==> src/rtl/i2cw_pkg.sv <==
`timescale 1ns/1ps
// Package i2cw_pkg: shared types for the write-only serial register target.
package i2cw_pkg;
    // Transaction phase of the target.
    typedef enum logic [2:0] {
        PH_IDLE,
        PH_DEV,
        PH_PTR,
        PH_DATA,
        PH_SKIP
    } phase_t;
endpackage

==> src/rtl/i2cw_sync.sv <==
`timescale 1ns/1ps
// i2cw_sync: two-flop synchronizer for asynchronous bus lines.
// Assumes idle lines are high, so reset loads ones.
module i2cw_sync #(
    parameter int W = 2
) (
    input  logic         clk,
    input  logic         rst_n,
    input  logic [W-1:0] d_i,
    output logic [W-1:0] q_o
);
    logic [W-1:0] meta;

    // Two register stages toward the system clock domain.
    always_ff @(posedge clk) begin
        if (!rst_n) begin
            meta <= '1;
            q_o  <= '1;
        end else begin
            meta <= d_i;
            q_o  <= meta;
        end
    end
endmodule

==> src/rtl/i2cw_events.sv <==
`timescale 1ns/1ps
// i2cw_events: finds START, STOP and SCL edges from synchronized lines.
// Assumes the inputs are already synchronous to clk.
module i2cw_events (
    input  logic clk,
    input  logic rst_n,
    input  logic scl_s,
    input  logic sda_s,
    output logic evt_start,
    output logic evt_stop,
    output logic evt_rise,
    output logic evt_fall
);
    logic scl_q, sda_q;

    // Keep the previous sample of both lines.
    always_ff @(posedge clk) begin
        if (!rst_n) begin
            scl_q <= 1'b1;
            sda_q <= 1'b1;
        end else begin
            scl_q <= scl_s;
            sda_q <= sda_s;
        end
    end

    // An SDA edge while SCL stays high is a condition, not data.
    always_comb begin
        evt_start = scl_s && scl_q && sda_q && !sda_s;
        evt_stop  = scl_s && scl_q && !sda_q && sda_s;
        evt_rise  = scl_s && !scl_q;
        evt_fall  = !scl_s && scl_q;
    end
endmodule

==> src/rtl/i2cw_ctrl.sv <==
`timescale 1ns/1ps
// i2cw_ctrl: byte engine of the target. It shifts bits on SCL rises,
// decides on each byte after its eighth falling edge, drives the
// acknowledge and issues register writes.
// Assumes single-cycle bus event strobes from i2cw_events.
module i2cw_ctrl
    import i2cw_pkg::*;
#(
    parameter int          DW   = 8,
    parameter int          NREG = 5,
    parameter logic [5:0]  TAIL = 6'b000110,
    localparam int         IW   = $clog2(NREG),
    localparam int         CW   = $clog2(DW + 2)
) (
    input  logic          clk,
    input  logic          rst_n,
    input  logic          sda_s,
    input  logic          evt_start,
    input  logic          evt_stop,
    input  logic          evt_rise,
    input  logic          evt_fall,
    input  logic [1:0]    sel,
    output logic          sda_pd,
    output logic          wr_en,
    output logic [IW-1:0] wr_idx,
    output logic [DW-1:0] wr_data
);
    localparam logic [CW-1:0] BYTE_DONE = CW'(DW);
    localparam logic [CW-1:0] ACK_SLOT  = CW'(DW + 1);

    phase_t        phase;
    logic [CW-1:0] bit_cnt;
    logic [DW-1:0] shreg;
    logic [DW-1:0] ptr;
    logic          active;

    always_comb active = (phase == PH_DEV) || (phase == PH_PTR) || (phase == PH_DATA);

    // Transaction sequencing, bit shifting, acknowledge and write strobe.
    always_ff @(posedge clk) begin
        if (!rst_n) begin
            phase   <= PH_IDLE;
            bit_cnt <= '0;
            shreg   <= '0;
            ptr     <= '0;
            sda_pd  <= 1'b0;
            wr_en   <= 1'b0;
            wr_idx  <= '0;
            wr_data <= '0;
        end else begin
            wr_en <= 1'b0;
            if (evt_start) begin
                phase   <= PH_DEV;
                bit_cnt <= '0;
                sda_pd  <= 1'b0;
            end else if (evt_stop) begin
                phase   <= PH_IDLE;
                bit_cnt <= '0;
                sda_pd  <= 1'b0;
            end else if (active) begin
                if (evt_rise && bit_cnt < BYTE_DONE) begin
                    shreg   <= {shreg[DW-2:0], sda_s};
                    bit_cnt <= bit_cnt + 1'b1;
                end else if (evt_fall && bit_cnt == BYTE_DONE) begin
                    bit_cnt <= ACK_SLOT;
                    case (phase)
                        PH_DEV: begin
                            if (shreg == {sel, TAIL}) begin
                                sda_pd <= 1'b1;
                                phase  <= PH_PTR;
                            end else begin
                                phase  <= PH_SKIP;
                            end
                        end
                        PH_PTR: begin
                            ptr    <= shreg;
                            sda_pd <= 1'b1;
                            phase  <= PH_DATA;
                        end
                        default: begin
                            sda_pd  <= 1'b1;
                            ptr     <= ptr + 1'b1;
                            wr_en   <= (ptr < DW'(NREG));
                            wr_idx  <= ptr[IW-1:0];
                            wr_data <= shreg;
                        end
                    endcase
                end else if (evt_fall && bit_cnt == ACK_SLOT) begin
                    sda_pd  <= 1'b0;
                    bit_cnt <= '0;
                end
            end
        end
    end
endmodule

==> src/rtl/i2cw_regfile.sv <==
`timescale 1ns/1ps
// i2cw_regfile: bank of control registers written one at a time.
// Assumes wr_idx is below NREG whenever wr_en is high.
module i2cw_regfile #(
    parameter int  DW   = 8,
    parameter int  NREG = 5,
    localparam int IW   = $clog2(NREG)
) (
    input  logic                      clk,
    input  logic                      rst_n,
    input  logic                      wr_en,
    input  logic [IW-1:0]             wr_idx,
    input  logic [DW-1:0]             wr_data,
    output logic [NREG-1:0][DW-1:0]   regs_o
);
    for (genvar g = 0; g < NREG; g++) begin : g_reg
        // One register, loaded when its index is written.
        always_ff @(posedge clk) begin
            if (!rst_n)
                regs_o[g] <= '0;
            else if (wr_en && wr_idx == IW'(g))
                regs_o[g] <= wr_data;
        end
    end
endmodule

==> src/rtl/i2c_ctl_regs.sv <==
`timescale 1ns/1ps
// i2c_ctl_regs: write-only two-wire bus target holding five control
// registers (three routing, clamp, gain).
// Assumes the system clock is much faster than SCL (at least ~8x).
module i2c_ctl_regs #(
    parameter int         DW   = 8,
    parameter int         NREG = 5,
    parameter logic [5:0] TAIL = 6'b000110,
    localparam int        IW   = $clog2(NREG)
) (
    input  logic          clk,
    input  logic          rst_n,
    input  logic          scl_i,
    input  logic          sda_i,
    output logic          sda_pd_o,
    input  logic [1:0]    sel_i,
    output logic [DW-1:0] route12_o,
    output logic [DW-1:0] route34_o,
    output logic [DW-1:0] route56_o,
    output logic [DW-1:0] clamp_o,
    output logic [DW-1:0] gain_o
);
    logic [1:0]                 lines_s;
    logic                       scl_s, sda_s;
    logic                       evt_start, evt_stop, evt_rise, evt_fall;
    logic                       wr_en;
    logic [IW-1:0]              wr_idx;
    logic [DW-1:0]              wr_data;
    logic [NREG-1:0][DW-1:0]    regs;

    i2cw_sync #(.W(2)) sync_i (
        .clk   (clk),
        .rst_n (rst_n),
        .d_i   ({scl_i, sda_i}),
        .q_o   (lines_s)
    );

    always_comb begin
        scl_s = lines_s[1];
        sda_s = lines_s[0];
    end

    i2cw_events evt_i (
        .clk       (clk),
        .rst_n     (rst_n),
        .scl_s     (scl_s),
        .sda_s     (sda_s),
        .evt_start (evt_start),
        .evt_stop  (evt_stop),
        .evt_rise  (evt_rise),
        .evt_fall  (evt_fall)
    );

    i2cw_ctrl #(.DW(DW), .NREG(NREG), .TAIL(TAIL)) ctrl_i (
        .clk       (clk),
        .rst_n     (rst_n),
        .sda_s     (sda_s),
        .evt_start (evt_start),
        .evt_stop  (evt_stop),
        .evt_rise  (evt_rise),
        .evt_fall  (evt_fall),
        .sel       (sel_i),
        .sda_pd    (sda_pd_o),
        .wr_en     (wr_en),
        .wr_idx    (wr_idx),
        .wr_data   (wr_data)
    );

    i2cw_regfile #(.DW(DW), .NREG(NREG)) rf_i (
        .clk     (clk),
        .rst_n   (rst_n),
        .wr_en   (wr_en),
        .wr_idx  (wr_idx),
        .wr_data (wr_data),
        .regs_o  (regs)
    );

    // Fixed register order: three routing registers, then clamp, then gain.
    always_comb begin
        route12_o = regs[0];
        route34_o = regs[1];
        route56_o = regs[2];
        clamp_o   = regs[3];
        gain_o    = regs[4];
    end
endmodule

==> config.mk <==
export PLATFORM = sky130hd
export DESIGN_NAME = i2c_ctl_regs
export DESIGN_NICKNAME = d
export VERILOG_FILES = /design/src/rtl/i2cw_pkg.sv /design/src/rtl/i2cw_sync.sv /design/src/rtl/i2cw_events.sv /design/src/rtl/i2cw_ctrl.sv /design/src/rtl/i2cw_regfile.sv /design/src/rtl/i2c_ctl_regs.sv
export SDC_FILE = /design/constraint.sdc
export NUM_CORES = 1
export LEC_CHECK = 0
export BUFFER_PORTS_ARGS = -buffer_cell sky130_fd_sc_hd__buf_2
export CAP_MARGIN = 20
export CORE_ASPECT_RATIO = 1.1
export CORE_MARGIN = 2
export CORE_UTILIZATION = 41
export CTS_BUF_LIST = sky130_fd_sc_hd__clkbuf_4 sky130_fd_sc_hd__clkbuf_8
export CTS_CLUSTER_DIAMETER = 60
export DETAILED_ROUTE_END_ITERATION = 12
export PLACE_DENSITY = 0.66
export RECOVER_POWER = 25
export SETUP_SLACK_MARGIN = 0.05
export SYNTH_ARGS = -nofsm -noshare
export SYNTH_HDL_FRONTEND = slang
export SYNTH_SLANG_ARGS = --single-unit
==> constraint.sdc <==
create_clock -name clk -period 3.99 [get_ports clk]
set_input_delay 0 -clock clk [delete_from_list [all_inputs] [get_ports clk]]
set_output_delay 0 -clock clk [all_outputs]
set_load 0.02 [all_outputs]
==> results of run 1 <==
[cells in the final DEF (no fill, tap or decap), types with 3 or more instances in the layout]
cell / n
a21boi_0: 26
a21oi_1: 37
and4_1: 4
buf_2: 22
clkbuf_1: 24
clkbuf_8: 9
dfxtp_1: 82
ha_1: 5
inv_1: 9
mux2i_1: 12
nand2_1: 101
nand2b_1: 6
nand3_1: 11
nand3b_1: 3
nand4_1: 4
nor2_1: 23
nor3_1: 8
o21a_1: 5
o21ai_0: 13
xnor2_1: 3
[cell type report]
cell class	count	area (um^2)	area share, %
Timing Repair Buffer	48	220	5.61
Clock inverter	7	60.1	1.53
Sequential cell	82	1640	41.8
Inverter	10	37.5	0.956
Tap cell	111	139	3.54
Multi-Input combinational cell	299	1700	43.4
Clock buffer	9	124	3.16
[cells by family after synthesis]
kind of cell             count (synthesis)  share of synthesized area (%)
AO/OA/AOI/OAI                           96                           17.6
XOR/XNOR                                 4                           1.00
adder cells (fa/ha/maj)                  5                           1.79
buffers and inverters                   35                           4.33
flip-flops                              82                           47.0
multiplexers                            12                           3.44
AND/OR/NAND/NOR                        182                           24.9
[synthesized netlist by cell type, drive strengths merged, types with 3 or more instances]
library cell	count	area, um^2
o21ai	13	65.1
mux2i	12	120
a21oi	37	185
dfxtp	82	1640
o21a	5	37.5
clkbuf	13	48.8
buf	12	65.1
nand3b	3	22.5
xnor2	3	26.3
nand2b	6	37.5
inv	10	37.5
nor2	24	92.6
and4	4	35.0
nand2	101	379
nand4	5	46.3
nand3	11	55.1
nor3	8	40.0
ha	5	62.6
a21boi	26	195
[sequential cells by signal, indices dropped and copies added, names as in the netlist, 2 cells and up]
signal,cells
ctrl_i.shreg,8
ctrl_i.phase,3
rf_i.regs_o,40
sync_i.q_o,2
ctrl_i.bit_cnt,4
ctrl_i.wr_idx,3
sync_i.meta,2
ctrl_i.wr_data,8
ctrl_i.ptr,8
[routing by layer]
layer	track usage, %	share of wire [%]	up-vias
li1	-	-	1500
met1	22.5	47	1334
met2	29.8	47	51
met3	3.07	3.7	11
met4	6.89	1.8	0
met5	0	0	-
[path summary, 6_finish.rpt]
| path | endpoint | start | slack [ns] |
|---|---|---|---|
| setup / recovery | ctrl_i.wr_data[4]$_SDFFE_PN0P_ | ctrl_i.bit_cnt[0]$_SDFFE_PP0P_ | 1.86 |
| hold / removal | sync_i.meta[1]$_SDFF_PN1_ | rst_n | 0.12 |
| setup reg to reg | ctrl_i.wr_data[4]$_SDFFE_PN0P_ | ctrl_i.bit_cnt[0]$_SDFFE_PP0P_ | 1.86 |
| hold reg to reg | sync_i.q_o[1]$_SDFF_PN1_ | sync_i.meta[1]$_SDFF_PN1_ | 0.42 |
[where the power goes]
| part | internal, uW | total (uW) | switching, uW |
|---|---|---|---|
| Clock | 238 | 568 | 331 |
| Sequential | 821 | 825 | 4.38 |
| Combinational | 12.1 | 33.7 | 21.5 |
[stage by stage]
step	std cells	util, %	total power, uW	instance area, um^2	hold WS [ns]
finish	566	47.2	1430	3930	0.118
global route	566	47.2	1480	3930	0.159
CTS	566	47.5	1440	3960	0.116
detailed placement	548	45.1	876	3750	0.187
global placement	548	45.1	876	3750	0.182
floorplan	416	-	869	3500	0.101
[timing repair]
action	CTS	global route
resized for setup	0	0
endpoints found under the hold margin	2	0
hold buffers	2	0
==> flow_summary.json, run 1 <==
{
  "antenna_cells": 0,
  "synth_nets": 427,
  "clockBufferDepth": 2,
  "crit_fanout": 11,
  "skew_ns": 0.0179,
  "syn_to_final_growth_pct": 12.3,
  "ys_seq_elements": 82,
  "crit_slowest_cell": "nand4_1",
  "num-fill-cells": 854,
  "min_period_ns": 2.13,
  "critical_path.top_delay_family": "simple AND/OR/NAND/NOR gates",
  "cp-end-kind": "flop",
  "fin_nets": 461,
  "slew_headroom_pct": 49.2,
  "drive_above_1_share_pct": 9.67,
  "numCtsBuffers": 9,
  "core_area_um2": 8320,
  "die-area_um2": 9280,
  "grt_pass1_wl_um": 13000,
  "cp_cell_sequence": "inv_1 > ha_1 > nor2b_1 > nand4_1 > mux2i_1 > nor2_1",
  "grt_setup_unrepaired": "no",
  "worstMarginPinSlew_ns": 0.760,
  "drv_slew": 0,
  "pre_cts_ws_ns": 1.85,
  "max_freq_mhz": 469,
  "grt_overflow": 0,
  "gp_congestion": 0.781,
  "clock_sinks": 82,
  "io_buffers": 46,
  "p_leak_uw": 0.00143,
  "hold_class": "primary input to flop",
  "post-route-period-util_pct": 53.4,
  "dp_hpwl_um": 5320,
  "vias": 2896,
  "cp-start-kind": "flop",
  "dr.pass1.iters": 4,
  "routedWlPerCell_um": 13.7,
  "die_w_um": 92.0,
  "fp.dieH_um": 101,
  "yosys_warnings": 0,
  "maxCapViolations": 0,
  "ys_types": 52,
  "slowest_delay_ns": 0.62,
  "cts_setup_buffers": 0,
  "totalNegativeSetupSlack_ns": 0,
  "cp.depth": 6,
  "critical_path_buf_inv_count": 1,
  "setup_violations": 0,
  "rows": 35,
  "drtIter0Drc": 117,
  "io-pin-count": 47,
  "status": "completed",
  "wirelength_um": 7760,
  "cts_root_buf": "clkbuf_8",
  "hold_viol": 0,
  "post_synth_inst_count": 416,
  "antenna_left": 0,
  "critPathKind": "flop to flop",
  "synth_edf_count": 0,
  "ys_seq_area_share_pct": 47.0,
  "cts_tree": "done",
  "cp_data_required_time_ns": 4.21,
  "via_per_inst": 5.12,
  "grt_antenna_before_repair": 0,
  "ys.flop_type": "dfxtp_1",
  "final.setup.worst_slack_ns": 1.86,
  "clkTransAtPathRegs_ns": 0.09,
  "power_density_nw_per_um2": 364,
  "worst_ir_drop_vdd_mv": 0.185,
  "htree_num_levels": 3,
  "critPathArrivalTime_ns": 2.35,
  "grt_use_total_pct": 17.6,
  "grt_max_degree": 42,
  "floorplan.initialDensity_pct": 42.0,
  "drc": 0,
  "syn_area_per_cell_um2": 8.40,
  "hold_depth": 2,
  "synth_area_um2": 3500,
  "insertion_delay_ns": 0.36,
  "rr_worst_depth": 6,
  "synthArstFlopShare_pct": 0,
  "grt_pass1_vias": 2676
}
Note: power is estimated with default switching activity, not from simulation.
==> inputs of run 2 (changes only) <==
- PLACE_DENSITY: 0.66 -> 0.68
- clock period: 3.99 -> 1.96 ns (I/O delays scaled with it)
==> run 2 against run 1 <==
Via count rose by 2.9%. Clock-buffer cell count rose by 1. Wire length rose by 5.5%. First-iteration DRC count rose by 37%. Register-to-register slack got worse by 1.6 ns. Worst setup slack got worse by 1.6 ns. Non-clock buffer count rose by 10. Utilization rose by 0.89 points. Clock power rose by 99%. Highest routed layer unchanged.
==> flow_summary.json, run 2 (synthesized netlist as in run 1, its figures left out) <==
{
  "max_freq_mhz": 594,
  "power_density_nw_per_um2": 721,
  "min_period_ns": 1.68,
  "clock_sinks": 82,
  "cp-start-kind": "flop",
  "grt_pass1_vias": 2837,
  "skew_ns": 0.00977,
  "cp-end-kind": "flop",
  "met3WireLength_um": 312,
  "final_common_cell": "nand2_1",
  "largest_reg_flops": 40,
  "dr_wl_met2_um": 3950,
  "dp_hpwl_um": 5710,
  "antenna_cells": 0,
  "totalNegativeSetupSlack_ns": 0,
  "numCtsBuffers": 9,
  "die_w_um": 92.0,
  "htree_num_levels": 3,
  "fin_util_pct": 48.1,
  "grt_antenna_before_repair": 0,
  "floorplan.initialDensity_pct": 42.0,
  "io-pin-count": 47,
  "cts_setup_buffers": 0,
  "hold_class": "primary input to flop",
  "final_cell_mix": "nand2_1 (101), dfxtp_1 (81), a21oi_1 (37), a21boi_0 (26), clkbuf_1 (24)",
  "totalPowerFinal_uw": 2880,
  "wirelength_met1_um": 3840,
  "post-route-period-util_pct": 85.9,
  "slew_headroom_pct": 55.0,
  "fin_nets": 471,
  "grt_overflow": 0,
  "grt_use_total_pct": 18.6,
  "drc": 0,
  "dr.pass1.iters": 4,
  "clkTransAtPathRegs_ns": 0.09,
  "worstMarginPinSlew_ns": 0.674,
  "drv_slew": 0,
  "grt_setup_unrepaired": "no",
  "insertion_delay_ns": 0.35,
  "routed.top_layer": "met4",
  "rows": 35,
  "cp_data_required_time_ns": 2.18,
  "critPathArrivalTime_ns": 1.91,
  "hold_viol": 0,
  "fp.dieH_um": 101,
  "gp_congestion": 0.834,
  "maxCapViolations": 0,
  "critPathKind": "flop to flop",
  "routedWlPerCell_um": 14.2,
  "clockBufferDepth": 2,
  "setup_violations": 0,
  "holdWs_ns": 0.128,
  "io_buffers": 46,
  "die-area_um2": 9280,
  "cts_tree": "done",
  "drive_above_1_share_pct": 11.8,
  "syn_to_final_growth_pct": 14.4,
  "crit_slowest_cell": "dfxtp_1",
  "cp_cell_sequence": "inv_1 > ha_1 > nor2b_1 > nand4_1 > buf_4 > mux2i_1 > nor2_1",
  "crit_fanout": 11,
  "grt_max_degree": 41,
  "drtIter0Drc": 160,
  "slowest_delay_ns": 0.42,
  "cts_root_buf": "clkbuf_8",
  "core_area_um2": 8320,
  "via_per_inst": 5.17,
  "p_leak_uw": 0.00147,
  "antenna_left": 0,
  "grt_pass1_wl_um": 13700,
  "vias": 2980,
  "wirelength_um": 8180,
  "top_register": "rf_i.regs_o",
  "status": "completed",
  "worst_ir_drop_vdd_mv": 0.374
}
run 2: routing by layer:
metal,track usage (%),vias to the layer above
met5,0,-
met4,8.04,0
met3,2.84,6
met2,31.9,66
met1,23.2,1392
li1,-,1516
run 2: area by class of cell:
cell class	count	area, um^2
tap	111	139
fill	835	4320
timing repair buffer	58	295
multi-input combinational	299	1700
sequential	82	1640
inverter	10	37.5
clock buffer	10	131
clock inverter	6	50.0
run 2: worst paths after layout:
check                                                     from                              to  slack [ns]  cells past startpoint
worst max-delay path            ctrl_i.bit_cnt[0]$_SDFFE_PP0P_  ctrl_i.wr_data[6]$_SDFFE_PN0P_        0.28                      7
worst min-delay path                                     rst_n       sync_i.meta[1]$_SDFF_PN1_        0.13                      3
worst max register to register  ctrl_i.bit_cnt[0]$_SDFFE_PP0P_  ctrl_i.wr_data[6]$_SDFFE_PN0P_        0.28                      7
worst min register to register       sync_i.meta[1]$_SDFF_PN1_        sync_i.q_o[1]$_SDFF_PN1_        0.42                      1
run 2: what timing repair did:
| action | in CTS | in global routing |
|---|---|---|
| setup endpoints to repair | 0 | 2 |
| endpoints found under the hold margin | 2 | 0 |
| gates resized for setup | 0 | 1 |
| hold buffers | 2 | 0 |
run 2: per-stage QoR:
stage	setup slack, ns	cell area, um^2	std cells
2_1_floorplan	0.426	3500	416
4_1_cts	0.223	4030	576
5_1_grt	0.142	4000	576
6_report	0.277	4000	576
3_3_place_gp	0.271	3830	558
3_5_place_dp	0.235	3830	558
run 2: power by group:
part / internal [uW] / leakage, uW / switching (uW) / total, uW
registers: 1670 / 0.000662 / 8.98 / 1680
logic: 27.9 / 0.000725 / 45.6 / 73.5
clock network: 490 / 0.0000873 / 640 / 1130
total: 2190 / 0.00147 / 695 / 2880
run 2: critical path, delay by kind of cell (launching register included):
| kind | cells | cell delay, ns |
|---|---|---|
| multiplexers | 1 | 0.21 |
| buffers and inverters | 2 | 0.30 |
| AND/OR/NAND/NOR | 3 | 0.34 |
| flip-flops | 1 | 0.42 |
| adder cells (fa/ha/maj) | 1 | 0.29 |
==> inputs of run 3 (changes only) <==
- SYNTH_HIERARCHICAL: unset -> 1
==> run 3 against run 2 <==
Wire length decreased by 9.0%. Critical path depth decreased by 1. Clock-buffer cell count decreased by 1. Sequential power about the same. Combinational power decreased by 4.8%. Global-route usage decreased by 2.0 points.
==> flow_summary.json, run 3 <==
{
  "dr.pass1.iters": 4,
  "io_buffers": 46,
  "final_cell_mix": "dfxtp_1 (80), mux2i_1 (63), nand2_1 (52), nor2_1 (29), clkbuf_1 (24)",
  "synth_area_leaders": "dfxtp_1 (48%), mux2i_1 (19%), nand2_1 (5.7%)",
  "syn_to_final_growth_pct": 21.7,
  "post-route-period-util_pct": 92.7,
  "use_met3_pct": 3.33,
  "grt_use_total_pct": 16.6,
  "rr_worst_depth": 6,
  "fp.dieH_um": 99.6,
  "yosysTopAreaCell": "dfxtp_1",
  "min_to": "ctrl_i/phase[1]$_SDFFE_PP0P_",
  "ys_types": 51,
  "skew_ns": 0.00782,
  "io-pin-count": 47,
  "antenna_left": 0,
  "status": "completed",
  "synth_area_um2": 3400,
  "hold_viol": 0,
  "die-area_um2": 9050,
  "crit_slowest_cell": "or3b_4",
  "yosysTopAreaCellShare_pct": 48.2,
  "clock_sinks": 82,
  "ys_seq_area_share_pct": 48.2,
  "critical_path_buf_inv_count": 1,
  "hold_class": "primary input to flop",
  "grt_setup_unrepaired": "no",
  "totalPowerFinal_uw": 3330,
  "synthArstFlopShare_pct": 0,
  "cts_root_buf": "clkbuf_8",
  "cp_data_required_time_ns": 2.19,
  "die_w_um": 90.9,
  "fin_nets": 417,
  "grt_pass1_vias": 2507,
  "drtIter0Drc": 104,
  "wirelength_um": 7450,
  "gr-usage-met1_pct": 21.7,
  "grt_pass1_wl_um": 12100,
  "worstMarginPinSlew_ns": 0.605,
  "yosysMostFrequentCell": "dfxtp_1",
  "grt_max_degree": 61,
  "floorplan.initialDensity_pct": 42.6,
  "grt_antenna_before_repair": 0,
  "place_area_um2": 3830,
  "gp_congestion": 0.867,
  "final_common_cell": "dfxtp_1",
  "r2r-end": "ctrl_i/wr_data[2]$_SDFFE_PN0P_",
  "grt_overflow": 0,
  "maxCapViolations": 0,
  "design_area_um2": 4140,
  "critPathArrivalTime_ns": 2.05,
  "final_cells": 518,
  "grt_use_met2_pct": 27.4,
  "power_density_nw_per_um2": 804,
  "reg2reg_setup_slack_ns": 0.14,
  "rows": 34,
  "yosys_warnings": 6,
  "p_leak_uw": 0.00163,
  "post_synth_inst_count": 346,
  "grt.busiest_layer": "met2",
  "critical_path.top_delay_family": "simple AND/OR/NAND/NOR gates",
  "clkTransAtPathRegs_ns": 0.08,
  "ys_seq_elements": 82,
  "drv_slew": 0,
  "ys_top_cells_by_count": "dfxtp_1 (82), mux2i_1 (63), nand2_1 (52)",
  "routedWlPerCell_um": 14.4,
  "clockBufferDepth": 2,
  "worst_ir_drop_vdd_mv": 0.425,
  "via_per_inst": 5.10,
  "slew_headroom_pct": 59.6,
  "dp_cells": 499,
  "num-fill-cells": 770,
  "cp_cell_sequence": "and4b_1 > or3b_4 > nor3_4 > clkbuf_16 > mux2i_1 > nor2_1",
  "drc": 0,
  "syn_area_per_cell_um2": 9.84,
  "core_area_um2": 8000,
  "synth_nets": 357,
  "totalNegativeSetupSlack_ns": 0,
  "setup_violations": 0,
  "max_freq_mhz": 550,
  "cp.depth": 6,
  "numCtsBuffers": 9,
  "cts_tree": "done",
  "critPathKind": "flop to flop",
  "cp-start-kind": "flop",
  "drive_above_1_share_pct": 16.8,
  "slowest_delay_ns": 0.42,
  "crit_fanout": 5,
  "r2r-start": "sync_i/q_o[0]$_SDFF_PN1_",
  "vias": 2642,
  "hold_depth": 4,
  "synth_edf_count": 0,
  "dp_hpwl_um": 5130,
  "insertion_delay_ns": 0.35,
  "ys.flop_type": "dfxtp_1",
  "hold_start": "rst_n",
  "top_register": "rf_i/regs_o",
  "antenna_cells": 0,
  "min_period_ns": 1.82,
  "cp-end-kind": "flop",
  "htree_num_levels": 3,
  "largest_reg_flops": 40
}
==> run 3: cell count changes in the layout (fill, tap and decap cells not counted), sizes merged, moves of 7 or more <==
cell    previous run  this run
mux2i             12        63
nand2            101        52
a21oi             37        10
a21boi            26         0
buf               32        39
==> run 3: routing by layer <==
layer	part of all wire, %	routed length [um]	vias to the layer above
met4	1.4	108	0
met2	48	3550	62
li1	-	-	1325
met1	47	3480	1244
met3	4.2	315	11
met5	0	0	-
==> run 3: through the flow <==
stage               setup WS [ns]  hold WS (ns)  utilization, %
detailed placement         0.0543         0.186            47.9
global route               0.0493         0.172            51.8
CTS                         0.114         0.169            51.5
global placement            0.115         0.188            47.9
finish                      0.142         0.157            51.8
floorplan                   0.115        0.0730               -
==> run 3: worst max-delay path by stage <==
stage | from | endpoint | slack, ns
floorplan | sync_i/q_o[0]$_SDFF_PN1_ | ctrl_i/ptr[3]$_SDFFE_PN0P_ | 0.11
global placement | sync_i/q_o[0]$_SDFF_PN1_ | ctrl_i/ptr[7]$_SDFFE_PN0P_ | 0.12
detailed placement | sync_i/q_o[0]$_SDFF_PN1_ | ctrl_i/ptr[7]$_SDFFE_PN0P_ | 0.05
CTS | sync_i/q_o[0]$_SDFF_PN1_ | ctrl_i/ptr[7]$_SDFFE_PN0P_ | 0.11
global route | sync_i/q_o[1]$_SDFF_PN1_ | ctrl_i/wr_data[2]$_SDFFE_PN0P_ | 0.05
finish | sync_i/q_o[0]$_SDFF_PN1_ | ctrl_i/wr_data[2]$_SDFFE_PN0P_ | 0.14
==> run 3: tightest hold or removal path: cells and delay by family <==
kind,cells,cell delay [ns]
AND/OR/NAND/NOR,2,0.30
buffers and inverters,2,0.16
==> run 3: final cells by class <==
class	count	area, um^2	area share (%)
Timing Repair Buffer	66	385	9.30
Clock buffer	9	124	2.99
Clock inverter	6	138	3.32
Inverter	6	22.5	0.544
Multi-Input combinational cell	241	1690	40.9
Sequential cell	82	1640	39.7
Tap cell	108	135	3.26
==> run 3: cells by family after synthesis <==
family          synth area share, %
compound gates                 6.80
flops                          48.2
simple gates                   20.6
fa+ha+maj                      1.84
buf+inv                        3.27
mux                            18.5
xor+xnor                      0.772
==> run 3: power by group <==
| part | switching (uW) | internal, uW | leakage [uW] |
|---|---|---|---|
| logic | 46.5 | 23.5 | 0.000843 |
| clock network | 607 | 977 | 0.000130 |
| registers | 4.49 | 1670 | 0.000661 |
| total | 658 | 2670 | 0.00163 |
==> run 3: repair_timing <==
action                                 4_1_cts  5_1_grt
hold buffers                                 2        0
endpoints found under the hold margin        2        0
setup buffers                                0        1
cloned                                       0        1
pin swaps                                    0        3
gates resized for setup                      1        7
setup endpoints to repair                    3       16
